**config.mk**
```make
export PLATFORM = sky130hd
export DESIGN_NAME = diag_array_mult
export DESIGN_NICKNAME = d
export VERILOG_FILES = /design/src/rtl/mpa_pkg.sv /design/src/rtl/mpa_cell.sv /design/src/rtl/mpa_skew.sv /design/src/rtl/mpa_delay.sv /design/src/rtl/diag_array_mult.sv
export SDC_FILE = /design/constraint.sdc
export NUM_CORES = 1
export LEC_CHECK = 0
export BUFFER_PORTS_ARGS = -buffer_cell sky130_fd_sc_hd__buf_4
export CAP_MARGIN = 15
export CORE_UTILIZATION = 30
export CTS_BUF_LIST = sky130_fd_sc_hd__clkbuf_8
export CTS_CLUSTER_DIAMETER = 40
export DETAILED_ROUTE_END_ITERATION = 8
export PLACE_DENSITY = 0.56
export SLEW_MARGIN = 15
export SYNTH_ARGS = -nofsm -noshare
export SYNTH_HDL_FRONTEND = slang
export SYNTH_SLANG_ARGS = --single-unit
```
**constraint.sdc**
```tcl
create_clock -name clk -period 1.9 [get_ports clk]
set_clock_uncertainty 0.05 [all_clocks]
set_input_delay 0.19 -clock clk [delete_from_list [all_inputs] [get_ports clk]]
set_output_delay 0.19 -clock clk [all_outputs]
set_load 0.03 [all_outputs]
```
**src/rtl/mpa_pkg.sv**
```systemverilog
package mpa_pkg;

    // Outputs of one grid cell.
    typedef struct packed {
        logic sum;
        logic carry;
    } cell_out_t;

    // Pipeline stage in which the cell at (row, col) is evaluated.
    function automatic int cell_stage(input int row, input int col);
        return 2 * row + col;
    endfunction

    // Number of rising edges from operand capture to a visible product.
    function automatic int pipe_latency(input int n);
        return 3 * n - 2;
    endfunction

    // Extra registers a cell output needs to line up with the final edge.
    function automatic int align_depth(input int n, input int row, input int col);
        return pipe_latency(n) - cell_stage(row, col) - 1;
    endfunction

endpackage

```
**src/rtl/mpa_cell.sv**
```systemverilog
module mpa_cell
    import mpa_pkg::*;
(
    input  logic      a_bit,
    input  logic      b_bit,
    input  logic      sum_in,
    input  logic      carry_in,
    output cell_out_t res
);
    logic pp;

    always_comb begin
        pp        = a_bit & b_bit;
        res.sum   = pp ^ sum_in ^ carry_in;
        res.carry = (pp & sum_in) | (pp & carry_in) | (sum_in & carry_in);
    end
endmodule

```
**src/rtl/mpa_skew.sv**
```systemverilog
module mpa_skew #(
    parameter int W     = 8,
    parameter int DEPTH = 4
) (
    input  logic                      clk,
    input  logic                      rst,
    input  logic [W-1:0]              din,
    output logic [DEPTH-1:0][W-1:0]   taps
);
    always_ff @(posedge clk) begin
        if (rst) begin
            taps <= '0;
        end else begin
            taps[0] <= din;
            for (int k = 1; k < DEPTH; k++) begin
                taps[k] <= taps[k-1];
            end
        end
    end
endmodule

```
**src/rtl/mpa_delay.sv**
```systemverilog
module mpa_delay #(
    parameter int DEPTH = 1
) (
    input  logic clk,
    input  logic rst,
    input  logic d,
    output logic q
);
    if (DEPTH == 0) begin : g_wire
        assign q = d;
    end else begin : g_regs
        logic [DEPTH-1:0] sr;
        always_ff @(posedge clk) begin
            if (rst) begin
                sr <= '0;
            end else begin
                sr[0] <= d;
                for (int k = 1; k < DEPTH; k++) begin
                    sr[k] <= sr[k-1];
                end
            end
        end
        assign q = sr[DEPTH-1];
    end
endmodule

```
**src/rtl/diag_array_mult.sv**
```systemverilog
module diag_array_mult
    import mpa_pkg::*;
#(
    parameter int N = 8
) (
    input  logic           clk,
    input  logic           rst,
    input  logic           in_valid,
    input  logic [N-1:0]   in_a,
    input  logic [N-1:0]   in_b,
    output logic           out_valid,
    output logic [2*N-1:0] out_prod
);
    localparam int LAT = pipe_latency(N);
    localparam int PW  = 2 * N;

    // Operand skew lines: tap t holds the pair captured t edges ago.
    logic [LAT-1:0][N-1:0] a_taps;
    logic [LAT-1:0][N-1:0] b_taps;

    mpa_skew #(.W(N), .DEPTH(LAT)) u_skew_a (
        .clk(clk), .rst(rst), .din(in_a), .taps(a_taps)
    );
    mpa_skew #(.W(N), .DEPTH(LAT)) u_skew_b (
        .clk(clk), .rst(rst), .din(in_b), .taps(b_taps)
    );

    // Registered cell outputs and row-end carry extensions.
    cell_out_t cell_q [N][N];
    logic      row_co [N-1];
    logic [PW-1:0] prod_w;

    for (genvar r = 0; r < N; r++) begin : g_row
        for (genvar c = 0; c < N; c++) begin : g_col
            localparam int T = cell_stage(r, c);
            logic      s_in;
            logic      c_in;
            cell_out_t nx;
            cell_out_t q;

            if (r == 0) begin : g_top
                assign s_in = 1'b0;
            end else if (c == N - 1) begin : g_edge
                assign s_in = row_co[r-1];
            end else begin : g_inner
                assign s_in = cell_q[r-1][c+1].sum;
            end

            if (c == 0) begin : g_lsb
                assign c_in = 1'b0;
            end else begin : g_chain
                assign c_in = cell_q[r][c-1].carry;
            end

            mpa_cell u_cell (
                .a_bit    (a_taps[T][r]),
                .b_bit    (b_taps[T][c]),
                .sum_in   (s_in),
                .carry_in (c_in),
                .res      (nx)
            );

            always_ff @(posedge clk) begin
                if (rst) q <= '0;
                else     q <= nx;
            end
            assign cell_q[r][c] = q;

            // Product bit taps, each delayed to the final stage.
            if (r < N - 1 && c == 0) begin : g_low_bit
                mpa_delay #(.DEPTH(align_depth(N, r, 0))) u_align (
                    .clk(clk), .rst(rst), .d(q.sum), .q(prod_w[r])
                );
            end else if (r == N - 1) begin : g_high_bit
                mpa_delay #(.DEPTH(align_depth(N, r, c))) u_align (
                    .clk(clk), .rst(rst), .d(q.sum), .q(prod_w[N-1+c])
                );
            end
        end

        // Carry out of a row enters the next row one stage later.
        if (r < N - 1) begin : g_row_carry
            logic co_q;
            always_ff @(posedge clk) begin
                if (rst) co_q <= 1'b0;
                else     co_q <= cell_q[r][N-1].carry;
            end
            assign row_co[r] = co_q;
        end
    end

    assign prod_w[PW-1] = cell_q[N-1][N-1].carry;

    mpa_delay #(.DEPTH(LAT + 1)) u_valid (
        .clk(clk), .rst(rst), .d(in_valid), .q(out_valid)
    );

    assign out_prod = prod_w;
endmodule

```
* Word-level counts from Yosys, hierarchy flattened *
Cells that the tools add are included.

operators by class
  div/mod/pow operators = 0
  add/subtract/negate cells = 0
  $lt $le $gt $ge = 0
  eq/ne operators = 0
  shift operators = 0
  mux-type cells = 0
  bitwise gates (word level) = 435
  reductions and logical operators = 0
  multipliers = 0

operators with widths
  cell         number
  $and 1x1->1  225
  $xor 1x1->1  112
  $or 1x1->1   98

storage, ports and cells
  bits in read-only memories = 0
  register bits = 643
  memories kept = 0
  RAM bits = 0
  bits in latches = 0
  input port bits = 19
  output and inout bits = 17

* Depth between registers and ports, before layout *
Gate-level depths: netlist of the first run.

  depth after elaboration = 4
  depth in mapped cells = 4
  depth with buffers taken out = 3

* Modules after synthesis *
A second synthesis of the first run with hierarchy kept.

second synthesis, totals
  cells, all modules = 1735
  area, all modules = 20150.6 um^2

by module, submodules not included
  module                                             instances  sequential area each (um^2)  area each (um^2)  cells an instance
  mpa_skew                                           2          3523.4                       4730.8            371
  diag_array_mult                                    1          2702.6                       3767.4            287
  mpa_cell                                           64         0.0                          38.8              6
  mpa_delay at u_valid                               1          460.4                        669.4             48
  mpa_delay at g_row[0].g_col[0].g_low_bit.u_align   1          420.4                        624.3             44
  mpa_delay at g_row[1].g_col[0].g_low_bit.u_align   1          380.4                        516.7             39
  mpa_delay at g_row[2].g_col[0].g_low_bit.u_align   1          340.3                        475.5             35
  mpa_delay at g_row[3].g_col[0].g_low_bit.u_align   1          300.3                        432.9             31
  mpa_delay at g_row[4].g_col[0].g_low_bit.u_align   1          260.2                        395.4             27
  mpa_delay at g_row[5].g_col[0].g_low_bit.u_align   1          220.2                        337.8             23
  mpa_delay at g_row[6].g_col[0].g_low_bit.u_align   1          180.2                        236.5             18
  mpa_delay at g_row[7].g_col[0].g_high_bit.u_align  1          140.1                        183.9             14
  mpa_delay at g_row[7].g_col[1].g_high_bit.u_align  1          120.1                        157.7             12
  mpa_delay at g_row[7].g_col[2].g_high_bit.u_align  1          100.1                        131.4             10
  5 more rows                                        -          -                            -                 -

* Worst setup path after synthesis of the first run *
Ideal clock, no wire load.

  path type = flip-flop to flip-flop
  from = reg u_skew_a.taps[92] in the netlist's numbering
  to = reg g_row[4].g_col[3].q (netlist bit g_row[5].g_col[2].s_in)
  path buffers = 0
  data arrival time = 0.926 ns
  path slack = 0.808 ns
  cell stages (with the launch flop) = 4
  cell sequence = dfxtp_1 nand2_1 fa_1 nor2_1

on the way
  cells in the longest elaborated chain, start to end = 3

RTL lines
  what                             line                   source
  start, declared                  mpa_skew.sv:8          output logic [DEPTH-1:0][W-1:0] taps
  start signal, assigned by index  mpa_skew.sv:16         taps[k] <= taps[k-1];
  $and 1x1->1                      mpa_cell.sv:13         pp = a_bit & b_bit;
  $xor 1x1->1 (2 in series)        mpa_cell.sv:14         res.sum = pp ^ sum_in ^ carry_in;
  end signal, assigned             diag_array_mult.sv:65  else q <= nx;
  end, declared                    diag_array_mult.sv:39  cell_out_t q;

Every way passes these cells.
A chain may end at the register's enable or synchronous reset.

* Worst setup path in the final report of the first run *
  from = reg u_valid.g_regs.sr[22]
  to = out out_valid

RTL lines
  what                             line                   source
  start, declared                  mpa_delay.sv:12        logic [DEPTH-1:0] sr;
  start signal, assigned by index  mpa_delay.sv:19        sr[k] <= sr[k-1];
  end, declared                    diag_array_mult.sv:11  output logic out_valid,

No word-level cell between the ends.

==> results of run 1 <==
[layout make-up]
| type | count | area, um^2 | area share [%] |
|---|---|---|---|
| Sequential cell | 550 | 11000 | 57.8 |
| Timing Repair Buffer | 82 | 766 | 4.02 |
| Clock buffer | 98 | 1350 | 7.08 |
| Clock inverter | 39 | 186 | 0.978 |
| Tap cell | 696 | 871 | 4.57 |
| Inverter | 96 | 360 | 1.89 |
| Multi-Input combinational cell | 662 | 4510 | 23.7 |
[cells in the mapped netlist]
cell     instances
nor2b_1        446
buf_2           13
and2_1           8
nand2_1         48
ha_1             8
dfxtp_1        550
buf_6           46
nor2_1          96
fa_1            48
and3b_1          8
buf_4           18
inv_1           96
[sequential cells by signal, indices dropped and copies added, names as in the netlist]
| register | cells |
|---|---|
| u_skew_b.taps | 148 |
| u_skew_a.taps | 120 |
| out_prod | 1 |
| g_row.g_col.g_low_bit.u_align.g_regs.sr | 105 |
| g_row.g_col.g_high_bit.u_align.g_regs.sr | 27 |
| cell_q | 21 |
| g_row.g_col.s_in | 49 |
| g_row.g_col.g_high_bit.u_align.q | 1 |
| g_row.g_col.c_in | 49 |
| g_row.g_row_carry.co_q | 6 |
| u_valid.g_regs.sr | 23 |
[power groups by stage]
stage                     sequential [W]  combinational, W  clock, W
after floorplan                   0.0119          0.000285         0
after global placement            0.0119          0.000308         0
after detailed placement          0.0119          0.000312         0
after CTS                         0.0116          0.000349   0.00921
after global routing              0.0116          0.000383   0.00973
final                             0.0116          0.000337   0.00879
[worst reg2reg max path: stages, from the launching register on]
cell and delay, ps:
dfxtp_1 330, nand2_1 80, fa_1 540, nor2_1 40
[cells by family after synthesis]
| group | Yosys count | synth area share [%] |
|---|---|---|
| buf+inv | 173 | 6.50 |
| fa+ha+maj | 56 | 6.39 |
| simple gates | 606 | 20.8 |
| flops | 550 | 66.3 |
[worst min path at each step]
stage / from / endpoint / slack (ps) / cells after the start
after floorplan: in_a[0] / u_skew_a.taps[0]$_SDFF_PP0_ / 270 / 1
after global placement: in_a[2] / u_skew_a.taps[2]$_SDFF_PP0_ / 350 / 2
after detailed placement: in_a[3] / u_skew_a.taps[3]$_SDFF_PP0_ / 360 / 2
after CTS: in_b[4] / u_skew_b.taps[4]$_SDFF_PP0_ / 210 / 3
after global routing: in_valid / u_valid.g_regs.sr[0]$_SDFF_PP0_ / 260 / 3
final: in_b[4] / u_skew_b.taps[4]$_SDFF_PP0_ / 270 / 3
[routing by layer]
layer | up-vias | wire, um | global-route usage (%)
met3 | 66 | 927 | 2.78
li1 | 4243 | - | -
met2 | 119 | 8920 | 12.5
met4 | 0 | 682 | 4.07
met1 | 3672 | 8440 | 7.64
met5 | - | 0 | 0
[through the flow]
stage          hold WS (ps)  worst slack (ps)  instances  cell area, um^2
6_report                272               432       2223            19100
3_3_place_gp            349               693       2064            17300
5_1_grt                 258               347       2223            19100
4_1_cts                 208               354       2223            19100
2_1_floorplan           268               808       1385            16600
3_5_place_dp            355               648       2064            17300
==> metrics.md, run 1 <==
| Metric | Value |
|---|---|
| Status | `complete, no violations` |
| Yosys warns | `0` |
| Hold Buf Count CTS | `22` |
| Seq/Total Area, Yosys | `between 60% and 70%` |
| All-Layer GR Usage | `a little over 7%` |
| VDD IR max | `approximately 0.47 mV` |
| Net Sw Frac | `between 20% and 30%` |
| Hold Crit Class | `in -> reg` |
| Post-route ant nets | `0` |
| Pin count of the biggest net entering global routing | `slightly below 50` |
| Slew Limit Headroom | `between 70% and 80%` |
| First-pass GRT wire length | `between 30 and 40 mm` |
| Setup Buffers After CTS | `0` |
| Avg Cell Area, Syn | `about 12 um^2` |
| Gr ovfl total | `0` |
| Commonest non-fill, non-tap cell in the layout | `dfxtp_1` |
| Max-slew violation count | `0` |
| Root buffer cell | `clkbuf_8` |
| Crit-path max FO | `1` |
| Clk_lat worst skew | `between 600 and 700 ps` |
| Synth unique cells | `12` |
| Flop pwr share | `56.0%` |
| Crit path capture type | `primary output` |
| Final Util | `35.1%` |
| # Max-Cap Violations | `0` |
| Critical Path RT | `about 1700 ps` |
| N_diodes | `0` |
| Port bufs | `35` |
| Pint | `0.0164 W` |
| Tmin final | `about 1500 ps` |
| Cell area after synthesis | `~0.017 mm^2` |
| Synth top area share | `around two thirds` |
| Via count | `between 8,000 and 9,000` |
| Design Power | `about 0.021 W` |
| Commonest cells after routing, fill and taps aside | `550 x dfxtp_1, 446 x nor2b_1, 122 x inv_1, 98 x clkbuf_8, 96 x nor2_1` |
| Worst R2R Start | `u_skew_a.taps[109]$_SDFF_PP0_` |
| Core area | `0.0542 mm^2` |
| Vias in the first global route | `8,193` |
| # rows | `85` |
| Synthesized instance count | `between 1,000 and 1,500` |
| Number of remaining DRC errors | `0` |
| Iteration-0 DRC Markers | `250` |
| Critical path depth in cells | `1` |
| Power density over the cells | `1090 mW/mm^2` |
| Final period utilization | `slightly below 80%` |
| Critical Path Sink | `out_valid` |
| Final Setup Violations | `0` |
| CP cell instances | `buf_4` |
| Die H | `237 um` |
| Worst Path Class, Setup | `reg -> out` |
| Main area contributors after synthesis | `dfxtp_1 66%, nor2b_1 17%, fa_1 5.8%` |
| #FFs+latches synth | `550` |
| Layout cells sized above 1 | `around 11%` |
| Initial antenna violation count | `0` |
| Combinational share of power | `roughly 1.6%` |
| Arrival time at the worst endpoint | `roughly 1200 ps` |
| Layout Nets | `approximately 1,600` |
| Routed WL | `approximately 19 mm` |
| Clock share of power | `42.4%` |
| Worst reg-to-reg path cell count | `3` |
| Fmax | `slightly below 0.7 GHz` |
| CP top delay family | `flip-flops` |
| CTS buffer count | `between 80 and 90` |
| H-tree Lvls | `3` |
| Startpoint Class | `register` |
| Die X | `237 um` |
| CTS sink cnt | `between 500 and 600` |
| Psw | `0.00434 W` |
| Clk slew on worst S/H paths | `around 60 ps` |
| TNS Setup | `0 ps` |
| Avg WL per Cell | `around 8.5 um` |
| Post-DR vias/cell | `3.64` |
| CTS Buffer Depth | `3` |
| WP buf/inv | `1` |
| Initial Util | `a little under a third` |
| Area Overhead vs Synth | `14.8%` |
| Placer congestion estimate | `0.670` |
| Leading area contributor after synthesis | `dfxtp_1` |
| Leak | `between 7 and 8 nW` |
| Post-CTS Resized | `0` |
| Die area | `between 0.05 and 0.06 mm^2` |
| I/O pin cnt | `36` |
| Hold Violations, Final | `0` |
| Post-Synthesis Net Count | `1,460` |
| Pre-Repair DR Iteration Count | `4` |
| R2R Setup Slk | `750 ps` |
| Crit-path slowest cell | `dfxtp_1` |
| Reg-to-Reg End | `g_row[6].g_col[2].s_in$_SDFF_PP0_` |
| CP Launch Point | `u_valid.g_regs.sr[22]$_SDFF_PP0_` |
| Post-DP HPWL | `between 10 and 15 mm` |
| Fill count | `roughly 5,400` |
| RSZ-0062 raised after global routing | `no` |
| Tightest Pin Transition | `roughly 430 ps` |
| Critical path's largest stage delay | `420 ps` |
| TritonCTS clock tree | `done` |
Power figures use the tool's default switching activity.
==> run 2, diff against run 1 <==
--- a/config.mk
+++ b/config.mk
@@ -11,7 +11,7 @@
 export CTS_BUF_LIST = sky130_fd_sc_hd__clkbuf_8
 export CTS_CLUSTER_DIAMETER = 40
 export DETAILED_ROUTE_END_ITERATION = 8
-export PLACE_DENSITY = 0.56
+export PLACE_DENSITY = 0.58
 export SLEW_MARGIN = 15
 export SYNTH_ARGS = -nofsm -noshare
 export SYNTH_HDL_FRONTEND = slang
==> constraint.sdc (replaced) <==
create_clock -name clk -period 1.35 [get_ports clk]
set_clock_uncertainty 0.05 [all_clocks]
set_input_delay 0.135 -clock clk [delete_from_list [all_inputs] [get_ports clk]]
set_output_delay 0.135 -clock clk [all_outputs]
set_load 0.03 [all_outputs]
==> metrics.md, run 2 (synthesized netlist as in run 1, its figures left out) <==
| Metric | Value |
|---|---|
| Status | `complete, no violations` |
| Footprint of the multi-input gates | `0.00451 mm^2 (unchanged)` |
| Tightest Pin Transition | `358 ps (-72.4 ps)` |
| Crit-path slowest cell | `dlygate4sd3_1` |
| Startpoint Class | `input port` |
| VDD IR max | `0.806 mV (+70%)` |
| Layout Nets | `1,557 (+0.45%)` |
| Flop pwr share | `53.8% (-2.2 points)` |
| Pin count of the biggest net entering global routing | `91 (+86%)` |
| RSZ-0062 raised after global routing | `yes` |
| Initial Util | `30.6% (unchanged)` |
| Final period utilization | `a little over nine tenths` |
| Post-route ant nets | `0 (unchanged)` |
| Commonest non-fill, non-tap cell in the layout | `dfxtp_1` |
| Die H | `237 um (unchanged)` |
| Critical path's largest stage delay | `570 ps (+150 ps)` |
| TritonCTS clock tree | `done` |
| N_diodes | `0 (unchanged)` |
| Vias in the first global route | `8,160 (-0.40%)` |
| Final Setup Violations | `0 (unchanged)` |
| Fill count | `5,362 (-0.94%)` |
| Max-slew violation count | `0 (unchanged)` |
| All-Layer GR Usage | `7.14% (-0.14 points)` |
| Initial antenna violation count | `0 (unchanged)` |
| Gr ovfl total | `0 (unchanged)` |
| Layout cells sized above 1 | `12.3% (+1.1 points)` |
| CTS Buffer Depth | `3 (unchanged)` |
| Top flop regs | `u_skew_b.taps (148), u_skew_a.taps (120), g_row.g_col.g_low_bit.u_align.g_regs.sr (105)` |
| Hold Crit Class | `in -> reg` |
| Die X | `237 um (unchanged)` |
| Area Overhead vs Synth | `17.1%` |
| Psw | `0.00642 W (+48%)` |
| Tmin final | `between 1000 and 1500 ps` |
| Post-DP HPWL | `10.8 mm (-2.7%)` |
| CTS buffer count | `83 (unchanged)` |
| Pint | `0.0239 W (+46%)` |
| Via count | `8,111 (+0.14%)` |
| I/O pin cnt | `36 (unchanged)` |
| Critical Path RT | `1790 ps (+130 ps)` |
| Pre-Repair DR Iteration Count | `4 (unchanged)` |
| Crit path capture type | `register` |
| Port bufs | `35 (unchanged)` |
| Design Power | `0.0303 W (+46%)` |
| Fmax | `0.767 GHz` |
| Slew Limit Headroom | `76.1% (+4.8 points)` |
| Clk_lat worst skew | `620 ps (about the same)` |
| Commonest cells after routing, fill and taps aside | `547 x dfxtp_1, 446 x nor2b_1, 123 x inv_1, 103 x clkbuf_8, 96 x nor2_1` |
| Placer congestion estimate | `0.685 (+2.3%)` |
| Most flops, register | `u_skew_b.taps` |
| CP cell instances | `dlygate4sd3_1 > buf_12 > buf_12 > nor2b_1 > dlygate4sd3_1` |
| Combinational share of power | `1.8% (+0.2 points)` |
| First-pass GRT wire length | `33.6 mm (-2.1%)` |
| Core area | `0.0542 mm^2 (unchanged)` |
| Iteration-0 DRC Markers | `216 (-14%)` |
| Crit-path max FO | `23 (+22)` |
| # Max-Cap Violations | `0 (unchanged)` |
| Power density over the cells | `1560 mW/mm^2 (+43%)` |
| # rows | `85 (unchanged)` |
| CTS sink cnt | `550 (unchanged)` |
| Routed WL | `19.1 mm (+0.55%)` |
| Clock share of power | `44.4% (+2.0 points)` |
| Clk slew on worst S/H paths | `60 ps (about the same)` |
| Root buffer cell | `clkbuf_8` |
| Max reg flops | `148 (unchanged)` |
| Hold Violations, Final | `0 (unchanged)` |
| Leak | `7.38 nW (+2.6%)` |
| H-tree Lvls | `3 (unchanged)` |
| Avg WL per Cell | `8.51 um (-0.35%)` |
| Worst Path Class, Setup | `in -> reg` |
| Post-DR vias/cell | `3.62 (-0.76%)` |
| Number of remaining DRC errors | `0 (unchanged)` |
| Net Sw Frac | `21.2% (+0.24 points)` |
| Hold Slack | `230 ps (-41.8 ps)` |
| Arrival time at the worst endpoint | `1740 ps (+510 ps)` |
| Sequential cell area | `0.0110 mm^2 (about the same)` |
| Die area | `0.0563 mm^2 (unchanged)` |
| Setup Buffers After CTS | `0 (unchanged)` |
[run 2: cell types whose count changed in the layout (fill, tap and decap cells not counted), sizes merged, moves of 2 or more]
cell / previous run / this run
buf: 60 / 63
clkinv: 6 / 8
bufinv: 0 / 2
clkbuf: 98 / 104
dlygate4sd3: 22 / 25
inv: 124 / 129
[run 2: final timing paths]
| kind | start | endpoint | cells after the start | slack (ps) |
|---|---|---|---|---|
| min | in_b[3] | u_skew_b.taps[3]$_SDFF_PP0_ | 3 | 230 |
| max | rst | u_skew_a.taps[5]$_SDFF_PP0_ | 5 | 50 |
| min reg2reg | g_row[3].g_col[0].g_low_bit.u_align.g_regs.sr[3]$_SDFF_PP0_ | g_row[3].g_col[0].g_low_bit.u_align.g_regs.sr[4]$_SDFF_PP0_ | 1 | 370 |
| max reg2reg | u_skew_a.taps[101]$_SDFF_PP0_ | g_row[6].g_col[1].s_in$_SDFF_PP0_ | 3 | 200 |
[run 2: power groups by stage]
| stage | Sequential, W | Combinational [W] | Clock, W |
|---|---|---|---|
| floorplan | 0.0167 | 0.000401 | 0 |
| CTS | 0.0163 | 0.000539 | 0.0141 |
| finish | 0.0163 | 0.000538 | 0.0135 |
| detailed placement | 0.0167 | 0.000481 | 0 |
| global route | 0.0163 | 0.000600 | 0.0148 |
| global placement | 0.0167 | 0.000475 | 0 |
[run 2: per-stage QoR]
stage	cells	setup TNS (ps)	utilization [%]	worst slack, ps	cell area [um^2]
2_1_floorplan	1385	0	-	258	16600
3_3_place_gp	2067	0	32.1	207	17400
3_5_place_dp	2067	0	32.1	199	17400
4_1_cts	2242	-5.84	35.8	-5.84	19400
5_1_grt	2243	-6.36	35.8	-6.36	19400
6_report	2243	0	35.8	45.4	19400
[run 2: layer usage]
layer	vias to the layer above	track usage, %	part of all wire (%)
met1	3666	7.34	45
met4	0	3.75	3.0
met3	56	2.95	4.8
met2	109	12.4	47
met5	-	0	0
li1	4280	-	-
[run 2: layout make-up]
class                      count  share of cell area [%]
sequential                   550                    56.7
multi-input combinational    662                    23.2
clock buffer                 103                    7.29
timing repair buffer          89                    4.97
tap                          696                    4.48
inverter                      96                    1.85
clock inverter                47                    1.55
[run 2: critical path: cells and delay by family]
kind | cells | cell delay [ps]
buffers and inverters | 4 | 1530
AND/OR/NAND/NOR | 1 | 60
[run 2: what timing repair did]
action | 4_1_cts | 5_1_grt
hold buffers | 25 | 0
cloned | 0 | 1
pin swaps | 0 | 0
hold endpoints to repair | 278 | 0
resized for setup | 6 | 5
endpoints found under the setup margin | 3 | 5
==> run 3, diff against run 2 <==
--- a/config.mk
+++ b/config.mk
@@ -11,6 +11,7 @@
 export CTS_BUF_LIST = sky130_fd_sc_hd__clkbuf_8
 export CTS_CLUSTER_DIAMETER = 40
 export DETAILED_ROUTE_END_ITERATION = 8
+export MAX_ROUTING_LAYER = met4
 export PLACE_DENSITY = 0.58
 export SLEW_MARGIN = 15
 export SYNTH_ARGS = -nofsm -noshare
==> metrics.md, run 3 (synthesized netlist as in run 1, its figures left out) <==
| Metric | Value |
|---|---|
| Final Setup Violations | `0 (unchanged)` |
| Avg WL per Cell | `8.52 um (+0.16%)` |
| VDD IR max | `0.811 mV (+0.71%)` |
| Worst R2R Start | `u_skew_a.taps[101]$_SDFF_PP0_` |
| CP top delay family | `buffers and inverters` |
| Hold EP | `u_skew_b.taps[3]$_SDFF_PP0_` |
| Commonest cells after routing, fill and taps aside | `547 x dfxtp_1, 446 x nor2b_1, 123 x inv_1, 103 x clkbuf_8, 96 x nor2_1` |
| Layout Nets | `1,557 (unchanged)` |
| Routed WL | `19.1 mm (+0.16%)` |
| Core area | `0.0542 mm^2 (unchanged)` |
| Via count | `8,114 (+0.037%)` |
| Hold Slack | `230 ps (+0.147 ps)` |
| CTS buffer count | `83 (unchanged)` |
| WP buf/inv | `4 (unchanged)` |
| Worst reg-to-reg path cell count | `3 (unchanged)` |
| Critical hold path startpoint | `in_b[3]` |
| Arrival time at the worst endpoint | `1740 ps (about the same)` |
| Reg-to-Reg End | `g_row[6].g_col[1].s_in$_SDFF_PP0_` |
| All-Layer GR Usage | `7.35% (+0.21 points)` |
| CTS sink cnt | `550 (unchanged)` |
| Die H | `237 um (unchanged)` |
| Crit path capture type | `register` |
| Most flops, register | `u_skew_b.taps` |
| Status | `complete, no violations` |
| First-pass GRT wire length | `33.6 mm (about the same)` |
| Power density over the cells | `1560 mW/mm^2 (about the same)` |
| Post-DP HPWL | `10.8 mm (unchanged)` |
| Placer congestion estimate | `0.693 (+1.1%)` |
| CP cell instances | `dlygate4sd3_1 > buf_12 > buf_12 > nor2b_1 > dlygate4sd3_1` |
| Hold Violations, Final | `0 (unchanged)` |
| Port bufs | `35 (unchanged)` |
| Design Power | `0.0304 W (about the same)` |
| Leak | `7.38 nW (unchanged)` |
| RSZ-0062 raised after global routing | `yes` |
| Number of remaining DRC errors | `0 (unchanged)` |
| Fill count | `5,362 (unchanged)` |
| Die X | `237 um (unchanged)` |
| # Max-Cap Violations | `0 (unchanged)` |
| Initial antenna violation count | `0 (unchanged)` |
| Die area | `0.0563 mm^2 (unchanged)` |
| Finished Layout Cells | `2,243 (unchanged)` |
| TritonCTS clock tree | `done` |
| CP Launch Point | `rst` |
| H-tree Lvls | `3 (unchanged)` |
| Layout cells sized above 1 | `12.3% (unchanged)` |
| R2R Setup Slk | `200 ps (about the same)` |
| Final period utilization | `96.5% (-0.098 points)` |
| Clk slew on worst S/H paths | `60 ps (about the same)` |
| Top flop regs | `u_skew_b.taps (148), u_skew_a.taps (120), g_row.g_col.g_low_bit.u_align.g_regs.sr (105)` |
| Setup Buffers After CTS | `0 (unchanged)` |
| Final Util | `35.8% (unchanged)` |
| Crit-path slowest cell | `dlygate4sd3_1` |
| Crit-path max FO | `23 (unchanged)` |
| Gr ovfl total | `0 (unchanged)` |
| Initial Util | `30.6% (unchanged)` |
| Max reg flops | `148 (unchanged)` |
| Iteration-0 DRC Markers | `200 (-7.4%)` |
| Tmin final | `1300 ps (-1.33 ps)` |
| Tightest Pin Transition | `358 ps (-0.0228 ps)` |
| Post-DR vias/cell | `3.62 (about the same)` |
| Critical path's largest stage delay | `570 ps (about the same)` |
| Startpoint Class | `input port` |
| Placed insts | `2,067 (unchanged)` |
| Pin count of the biggest net entering global routing | `91 (unchanged)` |
| Hold Crit Class | `in -> reg` |
| Design Area, Final | `0.0194 mm^2 (unchanged)` |
| Critical Path RT | `1790 ps (about the same)` |
| Clk_lat worst skew | `620 ps (about the same)` |
| N_diodes | `0 (unchanged)` |
| I/O pin cnt | `36 (unchanged)` |
| Area Overhead vs Synth | `17.1% (unchanged)` |
| Post-DP Area | `0.0174 mm^2 (unchanged)` |
| Pre-Repair DR Iteration Count | `4 (unchanged)` |
| # rows | `85 (unchanged)` |
| Slew Limit Headroom | `76.1% (about the same)` |
| Commonest non-fill, non-tap cell in the layout | `dfxtp_1` |
| Hold Crit Depth | `3 (unchanged)` |
| Fmax | `0.767 GHz (+0.10%)` |
| CTS Buffer Depth | `3 (unchanged)` |
| Worst Path Class, Setup | `in -> reg` |
| Vias in the first global route | `8,162 (+0.025%)` |
| Max-slew violation count | `0 (unchanged)` |
| Root buffer cell | `clkbuf_8` |
| Post-route ant nets | `0 (unchanged)` |
run 3: cell counts in the layout (fill, tap and decap cells not counted):
No cell type changed its count.
run 3: final cells by class:
| class | instances | area [um^2] | area share, % |
|---|---|---|---|
| well taps | 696 | 871 | 4.48 |
| clock buffers | 103 | 1420 | 7.29 |
| multi-input cells | 662 | 4510 | 23.2 |
| flip-flops and latches | 550 | 11000 | 56.7 |
| clock inverters | 47 | 302 | 1.55 |
| repair buffers | 89 | 966 | 4.97 |
| inverters | 96 | 360 | 1.85 |
run 3: metal layers:
metal | track usage (%) | vias up | part of all wire (%)
met4 | 3.75 | 0 | 3.0
met5 | - | - | 0
met3 | 2.95 | 57 | 4.8
met2 | 12.4 | 110 | 47
met1 | 7.33 | 3668 | 45
li1 | - | 4279 | -
run 3: worst max-delay path by stage:
stage | end | slack [ps] | cells after the start
after global routing | out_prod[1] | -6 | 1
after CTS | out_prod[1] | -6 | 1
after floorplan | g_row[5].g_col[2].s_in$_SDFF_PP0_ | 260 | 3
final | u_skew_a.taps[5]$_SDFF_PP0_ | 50 | 5
after global placement | g_row[6].g_col[1].s_in$_SDFF_PP0_ | 210 | 3
after detailed placement | g_row[6].g_col[1].s_in$_SDFF_PP0_ | 200 | 3
run 3: tightest hold or removal path: cells and delay by family:
family,cells,cell delay (ps)
AND/OR/NAND/NOR,1,100
buffers and inverters,2,610
run 3: where the power goes:
part | switching, W | total [W] | leakage, nW | internal (W)
Clock | 0.00612 | 0.0135 | 0.976 | 0.00736
Combinational | 0.000289 | 0.000539 | 1.96 | 0.000250
Sequential | 0.0000168 | 0.0163 | 4.44 | 0.0163
Total | 0.00642 | 0.0304 | 7.38 | 0.0239
run 3: repair_timing:
| item | CTS | global route |
|---|---|---|
| endpoints found under the hold margin | 278 | 0 |
| cloned | 0 | 1 |
| gates resized for setup | 6 | 5 |
| setup endpoints to repair | 3 | 5 |
| hold buffers | 25 | 0 |
run 3: per-stage QoR:
stage                     setup WS, ps  TNS [ps]
after floorplan                    258         0
final                             46.7         0
after detailed placement           199         0
after global placement             207         0
after global routing             -6.35     -6.35
after CTS                        -5.84     -5.84
